<file path="src/rtl/fts_pkg.sv">
// Package: shared policy and split codes for the fetch thread selector.
// Assumes: codes are driven as plain vectors at the top and cast here.
package fts_pkg;

    typedef enum logic [2:0] {
        POL_ROTATE = 3'd0,
        POL_INSTR  = 3'd1,
        POL_BRANCH = 3'd2,
        POL_MISS   = 3'd3,
        POL_QPOS   = 3'd4
    } policy_e;

    typedef enum logic [1:0] {
        SPLIT_ONE_FULL = 2'd0,
        SPLIT_TWO_HALF = 2'd1,
        SPLIT_TWO_FULL = 2'd2
    } split_e;

endpackage

</file>
<file path="src/rtl/fts_sat_counter.sv">
// Module: fts_sat_counter
// Up/down occupancy counter that saturates at both ends.
// Assumes: at most one up and one down event per cycle.
module fts_sat_counter #(
    parameter int W = 4
) (
    input  logic         clk,
    input  logic         rst_n,
    input  logic         up_i,
    input  logic         dn_i,
    output logic [W-1:0] cnt_o
);
    localparam logic [W-1:0] CMAX = {W{1'b1}};

    // Apply the net change, clamped to the range 0..CMAX.
    always_ff @(posedge clk) begin
        if (!rst_n)
            cnt_o <= '0;
        else if (up_i && !dn_i && cnt_o != CMAX)
            cnt_o <= cnt_o + 1'b1;
        else if (dn_i && !up_i && cnt_o != '0)
            cnt_o <= cnt_o - 1'b1;
    end

    assert_no_overflow_R3: assert property (@(posedge clk) disable iff (!rst_n)
        (cnt_o == CMAX && up_i && !dn_i) |=> cnt_o == CMAX);
    assert_no_underflow_R3: assert property (@(posedge clk) disable iff (!rst_n)
        (cnt_o == '0 && dn_i && !up_i) |=> cnt_o == '0);
    assert_net_zero_R3: assert property (@(posedge clk) disable iff (!rst_n)
        (up_i && dn_i) |=> $stable(cnt_o));
endmodule

</file>
<file path="src/rtl/fts_rank.sv">
// Module: fts_rank
// Combinational picker: finds the best and the second-best eligible thread
// by the key {metric, distance from pointer}, with the smallest key first.
// Assumes: NT == 2**IW, so the distance wraps naturally.
module fts_rank #(
    parameter int NT = 4,
    parameter int MW = 5,
    parameter int IW = 2
) (
    input  logic [NT*MW-1:0] metric_i,
    input  logic [NT-1:0]    elig_i,
    input  logic [IW-1:0]    ptr_i,
    input  logic             two_i,
    output logic             first_vld_o,
    output logic [IW-1:0]    first_idx_o,
    output logic             second_vld_o,
    output logic [IW-1:0]    second_idx_o
);
    localparam int KW = MW + IW;

    logic [KW-1:0] key [NT];
    logic [KW-1:0] best1;
    logic [KW-1:0] best2;

    for (genvar g = 0; g < NT; g++) begin : g_key
        assign key[g] = {metric_i[g*MW +: MW], IW'(g) - ptr_i};
    end

    // Smallest key among the eligible threads.
    always_comb begin
        first_vld_o = 1'b0;
        first_idx_o = '0;
        best1       = '1;
        for (int i = 0; i < NT; i++) begin
            if (elig_i[i] && (!first_vld_o || key[i] < best1)) begin
                first_vld_o = 1'b1;
                first_idx_o = IW'(i);
                best1       = key[i];
            end
        end
    end

    // Next smallest key, excluding the first pick; used only in two-thread shapes.
    always_comb begin
        second_vld_o = 1'b0;
        second_idx_o = '0;
        best2        = '1;
        for (int i = 0; i < NT; i++) begin
            if (two_i && first_vld_o && elig_i[i] && IW'(i) != first_idx_o &&
                (!second_vld_o || key[i] < best2)) begin
                second_vld_o = 1'b1;
                second_idx_o = IW'(i);
                best2        = key[i];
            end
        end
    end
endmodule

</file>
<file path="src/rtl/fetch_thread_sel.sv">
// Module: fetch_thread_sel (top)
// Per-cycle fetch arbiter for an SMT front end. It keeps per-thread occupancy
// counters, forms a ranking metric from the selected policy, picks one or
// two threads and registers the grants and fetch counts.
// Assumes: NT is a power of two; event strobes are single-cycle pulses.
module fetch_thread_sel #(
    parameter int NT      = 4,
    parameter int CNT_W   = 4,
    parameter int QP_W    = 5,
    parameter int FETCH_W = 8
) (
    input  logic                          clk,
    input  logic                          rst_n,
    input  logic [2:0]                    policy_i,
    input  logic [1:0]                    split_i,
    input  logic [NT-1:0]                 thread_en_i,
    input  logic [NT-1:0]                 inst_in_i,
    input  logic [NT-1:0]                 inst_out_i,
    input  logic [NT-1:0]                 br_in_i,
    input  logic [NT-1:0]                 br_res_i,
    input  logic [NT-1:0]                 miss_start_i,
    input  logic [NT-1:0]                 miss_done_i,
    input  logic [NT*QP_W-1:0]            iq_pos_i,
    input  logic [NT*QP_W-1:0]            fq_pos_i,
    output logic [NT-1:0]                 grant_o,
    output logic [NT*$clog2(FETCH_W+1)-1:0] grant_cnt_o
);
    import fts_pkg::*;

    localparam int IW  = $clog2(NT);
    localparam int MW  = (CNT_W > QP_W) ? CNT_W : QP_W;
    localparam int GCW = $clog2(FETCH_W + 1);
    localparam logic [QP_W-1:0] QMAX = {QP_W{1'b1}};

    logic [CNT_W-1:0]   inst_cnt [NT];
    logic [CNT_W-1:0]   br_cnt   [NT];
    logic [CNT_W-1:0]   miss_cnt [NT];
    logic [NT*MW-1:0]   metric;
    logic [IW-1:0]      ptr_q, ptr_nxt, last_idx;
    logic               two, f_vld, s_vld;
    logic [IW-1:0]      f_idx, s_idx;
    logic [GCW-1:0]     amt;
    logic [NT-1:0]      grant_nxt;
    logic [NT*GCW-1:0]  gcnt_nxt;

    policy_e pol;
    split_e  spl;
    assign pol = policy_e'(policy_i);
    assign spl = split_e'(split_i);

    for (genvar t = 0; t < NT; t++) begin : g_thr
        logic [QP_W-1:0] qmin;

        fts_sat_counter #(.W(CNT_W)) u_inst (
            .clk(clk), .rst_n(rst_n), .up_i(inst_in_i[t]), .dn_i(inst_out_i[t]),
            .cnt_o(inst_cnt[t]));
        fts_sat_counter #(.W(CNT_W)) u_br (
            .clk(clk), .rst_n(rst_n), .up_i(br_in_i[t]), .dn_i(br_res_i[t]),
            .cnt_o(br_cnt[t]));
        fts_sat_counter #(.W(CNT_W)) u_miss (
            .clk(clk), .rst_n(rst_n), .up_i(miss_start_i[t]), .dn_i(miss_done_i[t]),
            .cnt_o(miss_cnt[t]));

        // Nearest-to-head position over both issue queues.
        assign qmin = (iq_pos_i[t*QP_W +: QP_W] < fq_pos_i[t*QP_W +: QP_W]) ?
                      iq_pos_i[t*QP_W +: QP_W] : fq_pos_i[t*QP_W +: QP_W];

        // Ranking metric for this thread under the active policy; lower is better.
        always_comb begin
            case (pol)
                POL_INSTR:  metric[t*MW +: MW] = MW'(inst_cnt[t]);
                POL_BRANCH: metric[t*MW +: MW] = MW'(br_cnt[t]);
                POL_MISS:   metric[t*MW +: MW] = MW'(miss_cnt[t]);
                POL_QPOS:   metric[t*MW +: MW] = MW'(QMAX - qmin);
                default:    metric[t*MW +: MW] = '0;
            endcase
        end
    end

    assign two = (spl == SPLIT_TWO_HALF) || (spl == SPLIT_TWO_FULL);
    assign amt = (spl == SPLIT_TWO_HALF) ? GCW'(FETCH_W / 2) : GCW'(FETCH_W);

    fts_rank #(.NT(NT), .MW(MW), .IW(IW)) u_rank (
        .metric_i(metric), .elig_i(thread_en_i), .ptr_i(ptr_q), .two_i(two),
        .first_vld_o(f_vld), .first_idx_o(f_idx),
        .second_vld_o(s_vld), .second_idx_o(s_idx));

    // Turn the picks into a grant vector, the per-thread counts and the next pointer.
    always_comb begin
        grant_nxt = '0;
        if (f_vld) grant_nxt[f_idx] = 1'b1;
        if (s_vld) grant_nxt[s_idx] = 1'b1;
        for (int t = 0; t < NT; t++)
            gcnt_nxt[t*GCW +: GCW] = grant_nxt[t] ? amt : '0;
        last_idx = s_vld ? s_idx : f_idx;
        ptr_nxt  = (last_idx == IW'(NT - 1)) ? '0 : last_idx + 1'b1;
    end

    // Register the grants; the pointer moves only when someone was granted.
    always_ff @(posedge clk) begin
        if (!rst_n) begin
            grant_o     <= '0;
            grant_cnt_o <= '0;
            ptr_q       <= '0;
        end else begin
            grant_o     <= grant_nxt;
            grant_cnt_o <= gcnt_nxt;
            if (f_vld) ptr_q <= ptr_nxt;
        end
    end

    assert_only_enabled_R11: assert property (@(posedge clk) disable iff (!rst_n)
        (grant_o & ~$past(thread_en_i)) == '0);
    assert_one_thread_R10: assert property (@(posedge clk) disable iff (!rst_n)
        !two |=> $countones(grant_o) <= 1);
    assert_two_limit_R10: assert property (@(posedge clk) disable iff (!rst_n)
        $countones(grant_o) <= 2);
    assert_ptr_hold_R5: assert property (@(posedge clk) disable iff (!rst_n)
        (thread_en_i == '0) |=> $stable(ptr_q));
    assert_distinct_R10: assert property (@(posedge clk) disable iff (!rst_n)
        (f_vld && s_vld) |-> f_idx != s_idx);

    for (genvar t = 0; t < NT; t++) begin : g_chk
        assert_cnt_matches_R10: assert property (@(posedge clk) disable iff (!rst_n)
            grant_o[t] == (grant_cnt_o[t*GCW +: GCW] != '0));
    end
endmodule

</file>
<file path="config.mk">
export PLATFORM = sky130hd
export DESIGN_NAME = fetch_thread_sel
export DESIGN_NICKNAME = d
export VERILOG_FILES = /design/src/rtl/fts_pkg.sv /design/src/rtl/fts_sat_counter.sv /design/src/rtl/fts_rank.sv /design/src/rtl/fetch_thread_sel.sv
export SDC_FILE = /design/constraint.sdc
export NUM_CORES = 1
export LEC_CHECK = 0
export BUFFER_PORTS_ARGS = -buffer_cell sky130_fd_sc_hd__buf_2
export CAP_MARGIN = 0
export CORE_UTILIZATION = 45
export DETAILED_ROUTE_END_ITERATION = 8
export HOLD_SLACK_MARGIN = 0.05
export PLACE_DENSITY_LB_ADDON = 0.1
export SLEW_MARGIN = 30
export SYNTH_ARGS = -nofsm -noshare
export SYNTH_HDL_FRONTEND = slang
export SYNTH_SLANG_ARGS = --single-unit
</file>
<file path="constraint.sdc">
create_clock -name clk -period 15.2 [get_ports clk]
set_input_delay 3.04 -clock clk [delete_from_list [all_inputs] [get_ports clk]]
set_output_delay 3.04 -clock clk [all_outputs]
set_load 0.03 [all_outputs]
</file>
==> reports/results.ini, run 1 <==
[status]
status = complete, no violations

[setup_path]
crit_required_ns = 15.42
crit_path_frequent_cell = ha_1
rr_startpoint = g_thr[0].u_inst.cnt_o[1]$_SDFFE_PN0P_
worstSetupPathType = in2reg
slowest_delay_ns = 0.33
r2r_slack_ns = 3.91
crit_fanout = 10
crit_arrival_ns = 14.74
critical_path.startpoint_type = primary input
crit_start = iq_pos_i[2]
endpoint_kind = register
cp_slowest_cell = a211o_4

[route]
postRouteAntennaNets = 0
viasPerCell = 5.74
drc = 0
drt_wl_total_microns = 16400
drt_pre_antenna_iters = 6
via_count = 5928
drtIter0Drc = 376
wl_per_cell_microns = 15.9

[clocking]
cts_buffer_depth = 2
path_clk_slew_ns = 0.05
holdBufCountCts = 0
clockRootBuffer = clkbuf_16
cts_tree = yes
htreeDepth = 3
clock_sinks = 62
cts_buffers = 9
worstSkewPairLatency_ns = 0.33

[sta]
fmax_mhz = 68.9
finalSetupViolCount = 0
fin_crit_sh_pct = 95.5
fin_crit_ns = 14.52
fin_worst_skew_ns = 0.00811
slew_headroom_pct = 38.8
hold_violations = 0
setup_ws_ns = 0.685
tightest_slew_ns = 0.918
finalMaxSlewViolations = 0

[cells_and_area]
area_growth_pct = 18.1
diodes = 0
drive_gt1_share_pct = 21.6
multi_input_area_sq_um = 4920
nets = 1011
num-fill-cells = 1249
final_util_pct = 55.4
register_area_sq_um = 1240
final_cell_area_sq_um = 7450

[global_routing]
grt_overflow_total = 0
grt_max_degree = 57
grt_usage_pct = 22.9
grt_pass1_wl_microns = 26500
use_met1_pct = 30.6
grt_pass1_vias = 5572
grtUsageMet3_pct = 4.48
busiest_layer = met2
antenna_found_initial = 0
grt_use_met2_pct = 36.7

[floorplan]
rows = 42
die_area_sq_um = 14500
core_area_sq_um = 13500
initial_core_util_pct = 46.9
num_io_pins = 95
die_w_microns = 120
fp.dieH_microns = 120

[synthesis]
ys_async_sr_fraction_pct = 0
seq_area_frac_synth_pct = 19.7
synth_enable_flop_cells = 0
synth_cell_types = 70
syn_inst = 749
syn_avg_cell_area_sq_um = 8.42
syn_area_sq_um = 6310
yosysWarningCount = 0
synth-seq-cells = 62
ys.flop_type = dfxtp_1

[power]
p_leak_uw = 0.00373
p_per_area_nw_per_um2 = 110
fin_total_pwr_uw = 818
peakVddDrop_mv = 0.0608

[placement]
place.gp.congestion = 0.879
placedInstanceArea_sq_um = 7010
place_hpwl_microns = 12800
portBuffers = 86
place_ws_ns = -0.204

[min_path]
min-delay-start = g_thr[2].u_miss.cnt_o[2]$_SDFFE_PN0P_
hold_class = reg2reg

[flow_run]
cap_viol_max_count = 0

==> metrics by stage <==
step	hold slack, ns	setup TNS [ns]	instances
floorplan	0.528	0	756
global placement	0.557	0	1012
detailed placement	0.567	-0.469	1012
CTS	0.578	0	1028
global route	0.597	-0.0386	1032
finish	0.573	0	1032
==> routing by layer <==
| metal | part of all wire [%] | vias up |
|---|---|---|
| met5 | 0 | - |
| met4 | 1.4 | 0 |
| met3 | 4.7 | 27 |
| met2 | 45 | 173 |
| met1 | 49 | 2780 |
| li1 | - | 2948 |
==> what timing repair did <==
action,4_1_cts,5_1_grt
setup buffers,0,3
endpoints found under the setup margin,0,14
resized for setup,0,29
==> cell usage in the layout, fill, tap and decap left out, types with 3 or more instances in the layout <==
master     count
a21o_1        22
o211a_1       16
nand4_1       17
nand2b_1      10
dfxtp_1       62
nor2b_1       22
inv_1         34
a22oi_1       15
and2_1        31
clkbuf_16      9
a211o_1        4
o21ai_2        3
xor2_1        24
fa_1          12
xnor2_1       13
mux2i_1       25
buf_2         86
ha_1          73
or4_1         12
o21ai_0       33
a21boi_0       3
o22ai_1       13
nor2_1        38
o21a_1        12
a21oi_2        5
o21ai_1        6
a21oi_1       47
buf_4         28
mux2_2        19
a211oi_1       3
nand3b_1      24
clkinv_2       3
conb_1         8
nand3_1        4
nand2_1       56
and4_1         3
==> critical path: cells and delay by family <==
kind / cells / cell delay [ns]
AOI/OAI and AO/OA: 36 / 6.18
and+or+nand+nor: 20 / 2.85
adders and majority gates: 7 / 2.13
buffers and inverters: 3 / 0.51
==> kinds of logic (layout without fill, tap and decap cells) <==
| logic type | after synthesis | count (layout) | synth area share [%] |
|---|---|---|---|
| XOR/XNOR | 37 | 37 | 5.14 |
| adder cells (fa/ha/maj) | 85 | 85 | 18.3 |
| multiplexers | 46 | 46 | 7.69 |
| AND/OR/NAND/NOR | 242 | 242 | 21.5 |
| flip-flops | 62 | 62 | 19.7 |
| other | 1 | 8 | 0.0594 |
| AO/OA/AOI/OAI | 211 | 212 | 23.1 |
| buffers and inverters | 65 | 164 | 4.58 |
==> cell type report <==
class / instances / area share (%)
Timing Repair Buffer: 114 / 8.60
Sequential cell: 62 / 16.7
Clock buffer: 12 / 3.44
Multi-Input combinational cell: 630 / 66.0
Clock inverter: 4 / 0.605
Inverter: 34 / 1.71
Tap cell: 176 / 2.96
==> power breakdown <==
group | switching (uW) | internal (uW)
clock | 74.4 | 135
combinational | 193 | 176
sequential | 45.2 | 194
total | 313 | 506
==> synthesized netlist by cell type (all sizes together) (14+ instances only) <==
| cell | instances | area [sq um] |
|---|---|---|
| a21o | 22 | 165 |
| a21oi | 52 | 260 |
| o21ai | 42 | 214 |
| xor2 | 24 | 210 |
| o22ai | 14 | 93.8 |
| mux2i | 26 | 260 |
| and2 | 33 | 206 |
| a22oi | 15 | 113 |
| inv | 34 | 128 |
| nand2 | 58 | 218 |
| nand3b | 24 | 180 |
| mux2 | 20 | 225 |
| nor2 | 40 | 150 |
| nand4 | 18 | 128 |
| dfxtp | 62 | 1240 |
| o211a | 16 | 160 |
| nor2b | 24 | 150 |
| clkbuf | 18 | 67.6 |
| ha | 73 | 913 |
==> registers in the layout (all words and copies together), names as in the netlist <==
register and cells:
g_thr.u_br.cnt_o 16, g_thr.u_inst.cnt_o 16, g_thr.u_miss.cnt_o 16, grant_cnt_o 8, grant_o 4, ptr_q 2
==> path summary, 6_finish.rpt <==
check                           cells past startpoint                                     to
worst max-delay path                               66                  ptr_q[1]$_SDFFE_PN0N_
worst min register to register                      1  g_thr[2].u_miss.cnt_o[2]$_SDFFE_PN0P_
worst max register to register                     60                  ptr_q[1]$_SDFFE_PN0N_
worst min-delay path                                1  g_thr[2].u_miss.cnt_o[2]$_SDFFE_PN0P_
Power figures use the tool's default switching activity.
==> inputs of run 2 (changes only) <==
--- a/config.mk
+++ b/config.mk
@@ -5,6 +5,7 @@
 export SDC_FILE = /design/constraint.sdc
 export NUM_CORES = 1
 export LEC_CHECK = 0
+export ABC_AREA = 1
 export BUFFER_PORTS_ARGS = -buffer_cell sky130_fd_sc_hd__buf_2
 export CAP_MARGIN = 0
 export CORE_UTILIZATION = 45
==> run 2 against run 1 <==
Against the previous run:
- total power decreased by 20%
- wire length decreased by 11%
- utilization fell by 2.0 points
- global-route usage down 0.32 points
- largest power group unchanged
- non-clock buffer count shrank 27
- critical path depth is 2 higher
- synthesized cell count up 21%
- sequential share of layout area increased by 1.5 points
==> reports/results.ini, run 2 <==
[route]
met2WireLength_microns = 6490  ; -12%
postRouteAntennaNets = 0  ; unchanged
viasPerCell = 5.04  ; -12%
highest_layer = met4
drt_pre_antenna_iters = 5  ; -1
via_count = 5883  ; -0.76%
drt_wl_total_microns = 14500  ; -11%
wl_per_cell_microns = 12.4  ; -22%
drtIter0Drc = 352  ; -6.4%
met1_length_microns = 7090  ; -11%
drc = 0  ; unchanged
routed-wl-met3_microns = 598  ; -23%

[power]
p_leak_uw = 0.00351  ; -6.0%
peakVddDrop_mv = 0.0795  ; +31%
p_per_area_nw_per_um2 = 95.9  ; -13%

[synthesis]
yosysWarningCount = 0  ; unchanged
ys_async_sr_fraction_pct = 0  ; unchanged
synth_cell_types = 35  ; -50%
syn_area_sq_um = 5970  ; -5.4%
synth_top_area_cell = dfxtp_1
yosys.cell_count.top_type = nand2_1
syn_inst = 907  ; +21%
ys.flop_type = dfxtp_1
synthTopCellsByCount = nand2_1 (186), inv_1 (153), o21ai_0 (87)
syn_avg_cell_area_sq_um = 6.58  ; -22%
synth_top_area_share_pct = 20.8  ; +1.1 points
synth_enable_flop_cells = 0  ; unchanged
synth-seq-cells = 62  ; unchanged
seq_area_frac_synth_pct = 20.8  ; +1.1 points
synth_area_leaders = dfxtp_1 (21%), ha_1 (15%), nand2_1 (12%)

[sta]
finalSetupViolCount = 0  ; unchanged
fin_worst_skew_ns = 0.00473  ; -0.00338 ns
fmax_mhz = 81.2  ; +18%
fin_crit_sh_pct = 81.0  ; -14 points
fin_crit_ns = 12.32  ; -2.20 ns
hold_violations = 0  ; unchanged
fin_setup_tns_ns = 0  ; unchanged
finalMaxSlewViolations = 0  ; unchanged
slew_headroom_pct = 40.2  ; +1.4 points
rsz0062_at_grt = false
hold_ws_ns = 0.491  ; -0.0818 ns
tightest_slew_ns = 0.897  ; -0.0217 ns

[setup_path]
crit_required_ns = 15.44  ; +0.02 ns
cp_slowest_cell = o21ai_0
crit_path_frequent_cell = nand2_1
reg2regPathDepth = 61  ; +1.7%
worstSetupPathType = in2reg
critical_path.startpoint_type = primary input
endpoint_kind = register
crit_fanout = 16  ; +6
slowest_delay_ns = 0.45  ; +0.12 ns
crit_arrival_ns = 12.55  ; -2.19 ns

[global_routing]
grt_overflow_total = 0  ; unchanged
antenna_found_initial = 0  ; unchanged
grt_pass1_vias = 5383  ; -3.4%
grt_usage_pct = 22.6  ; -0.32 points
grt_max_degree = 53  ; -7.0%
grt_pass1_wl_microns = 24200  ; -8.6%

[clocking]
post-cts-setup-buffer-count = 0  ; unchanged
htreeDepth = 3  ; unchanged
cts_buffer_depth = 2  ; unchanged
clock_sinks = 62  ; unchanged
worstSkewPairLatency_ns = 0.34  ; about the same
cts_buffers = 9  ; unchanged
cts_tree = yes
holdBufCountCts = 0  ; unchanged
path_clk_slew_ns = 0.05  ; about the same
clockRootBuffer = clkbuf_16
ctsResizeCount = 0  ; unchanged

[cells_and_area]
multi_input_area_sq_um = 4040  ; -18%
final_cells = 1168  ; +13%
nets = 1151  ; +14%
diodes = 0  ; unchanged
drive_gt1_share_pct = 13.0  ; -8.7 points
biggestRegsByFlops = g_thr.u_br.cnt_o (16), g_thr.u_inst.cnt_o (16), g_thr.u_miss.cnt_o (16)
final_cell_mix = nand2_1 (186), inv_1 (153), o21ai_0 (87), buf_2 (86), nor2_1 (76)
final_util_pct = 53.4  ; -2.0 points
area_growth_pct = 14.3
layout_commonest_cell = nand2_1
num-fill-cells = 1288  ; +3.1%
final_cell_area_sq_um = 6830  ; -8.4%
register_area_sq_um = 1240  ; unchanged

[placement]
dp.cells = 1152  ; +14%
portBuffers = 86  ; unchanged
placedInstanceArea_sq_um = 6540  ; -6.8%
place.gp.congestion = 0.912  ; +3.7%
place_hpwl_microns = 11700  ; -8.2%

[min_path]
hold_path_depth = 1  ; unchanged
hold_class = reg2reg

[floorplan]
initial_core_util_pct = 46.7  ; -0.17 points
num_io_pins = 95  ; unchanged
fp.dieH_microns = 117  ; -2.7%
die_area_sq_um = 13700  ; -5.3%
rows = 41  ; -2.4%
core_area_sq_um = 12800  ; -5.1%
die_w_microns = 117  ; -2.7%

[flow_run]
cap_viol_max_count = 0  ; unchanged

[status]
status = complete, no violations

## run 2: kinds of logic (layout without fill, tap and decap cells)
logic type / Yosys count / count (layout) / share of synthesized area, %
AND/OR/NAND/NOR: 348 / 348 / 25.3
buffers and inverters: 182 / 264 / 12.0
XOR/XNOR: 12 / 12 / 1.76
AO/OA/AOI/OAI: 217 / 217 / 20.8
flip-flops: 62 / 62 / 20.8
adder cells (fa/ha/maj): 85 / 85 / 19.3
other: 1 / 8 / 0.0628
## run 2: area by class of cell
cell class                      count  share of cell area [%]
Clock inverter                      4                   0.293
Tap cell                          172                    3.15
Inverter                          161                    8.85
Multi-Input combinational cell    670                    59.2
Sequential cell                    62                    18.2
Clock buffer                       12                    3.90
Timing Repair Buffer               87                    6.42
## run 2: path summary, 6_finish.rpt
kind                                             from                             endpoint  slack (ns)
hold reg to reg   g_thr[2].u_br.cnt_o[0]$_SDFFE_PN0P_  g_thr[2].u_br.cnt_o[0]$_SDFFE_PN0P_        0.49
hold / removal    g_thr[2].u_br.cnt_o[0]$_SDFFE_PN0P_  g_thr[2].u_br.cnt_o[0]$_SDFFE_PN0P_        0.49
setup reg to reg  g_thr[1].u_br.cnt_o[2]$_SDFFE_PN0P_                ptr_q[1]$_SDFFE_PN0N_        6.06
setup / recovery                          fq_pos_i[9]                ptr_q[1]$_SDFFE_PN0N_        2.88
## run 2: worst max-delay path: cells and delay by family
kind            cells  cell delay, ns
fa+ha+maj           7            2.11
compound gates     17            3.37
buf+inv             4            0.28
simple gates       40            3.73
## run 2: metal layers
metal	vias up	global-route usage [%]
li1	3176	-
met1	2557	29.5
met2	123	36.5
met3	27	5.25
met4	0	7.68
met5	-	0
## run 2: report_power, final
group | leakage, uW | total [uW] | switching, uW | internal [uW]
combinational | 0.00285 | 253 | 158 | 95.2
sequential | 0.000513 | 204 | 19.2 | 185
clock | 0.000148 | 198 | 75.4 | 122
## run 2: stage by stage
step	worst slack, ns	total power, uW
after global routing	1.52	714
after CTS	2.88	662
after floorplan	3.94	400
after global placement	2.57	459
after detailed placement	2.55	460
final	2.88	655
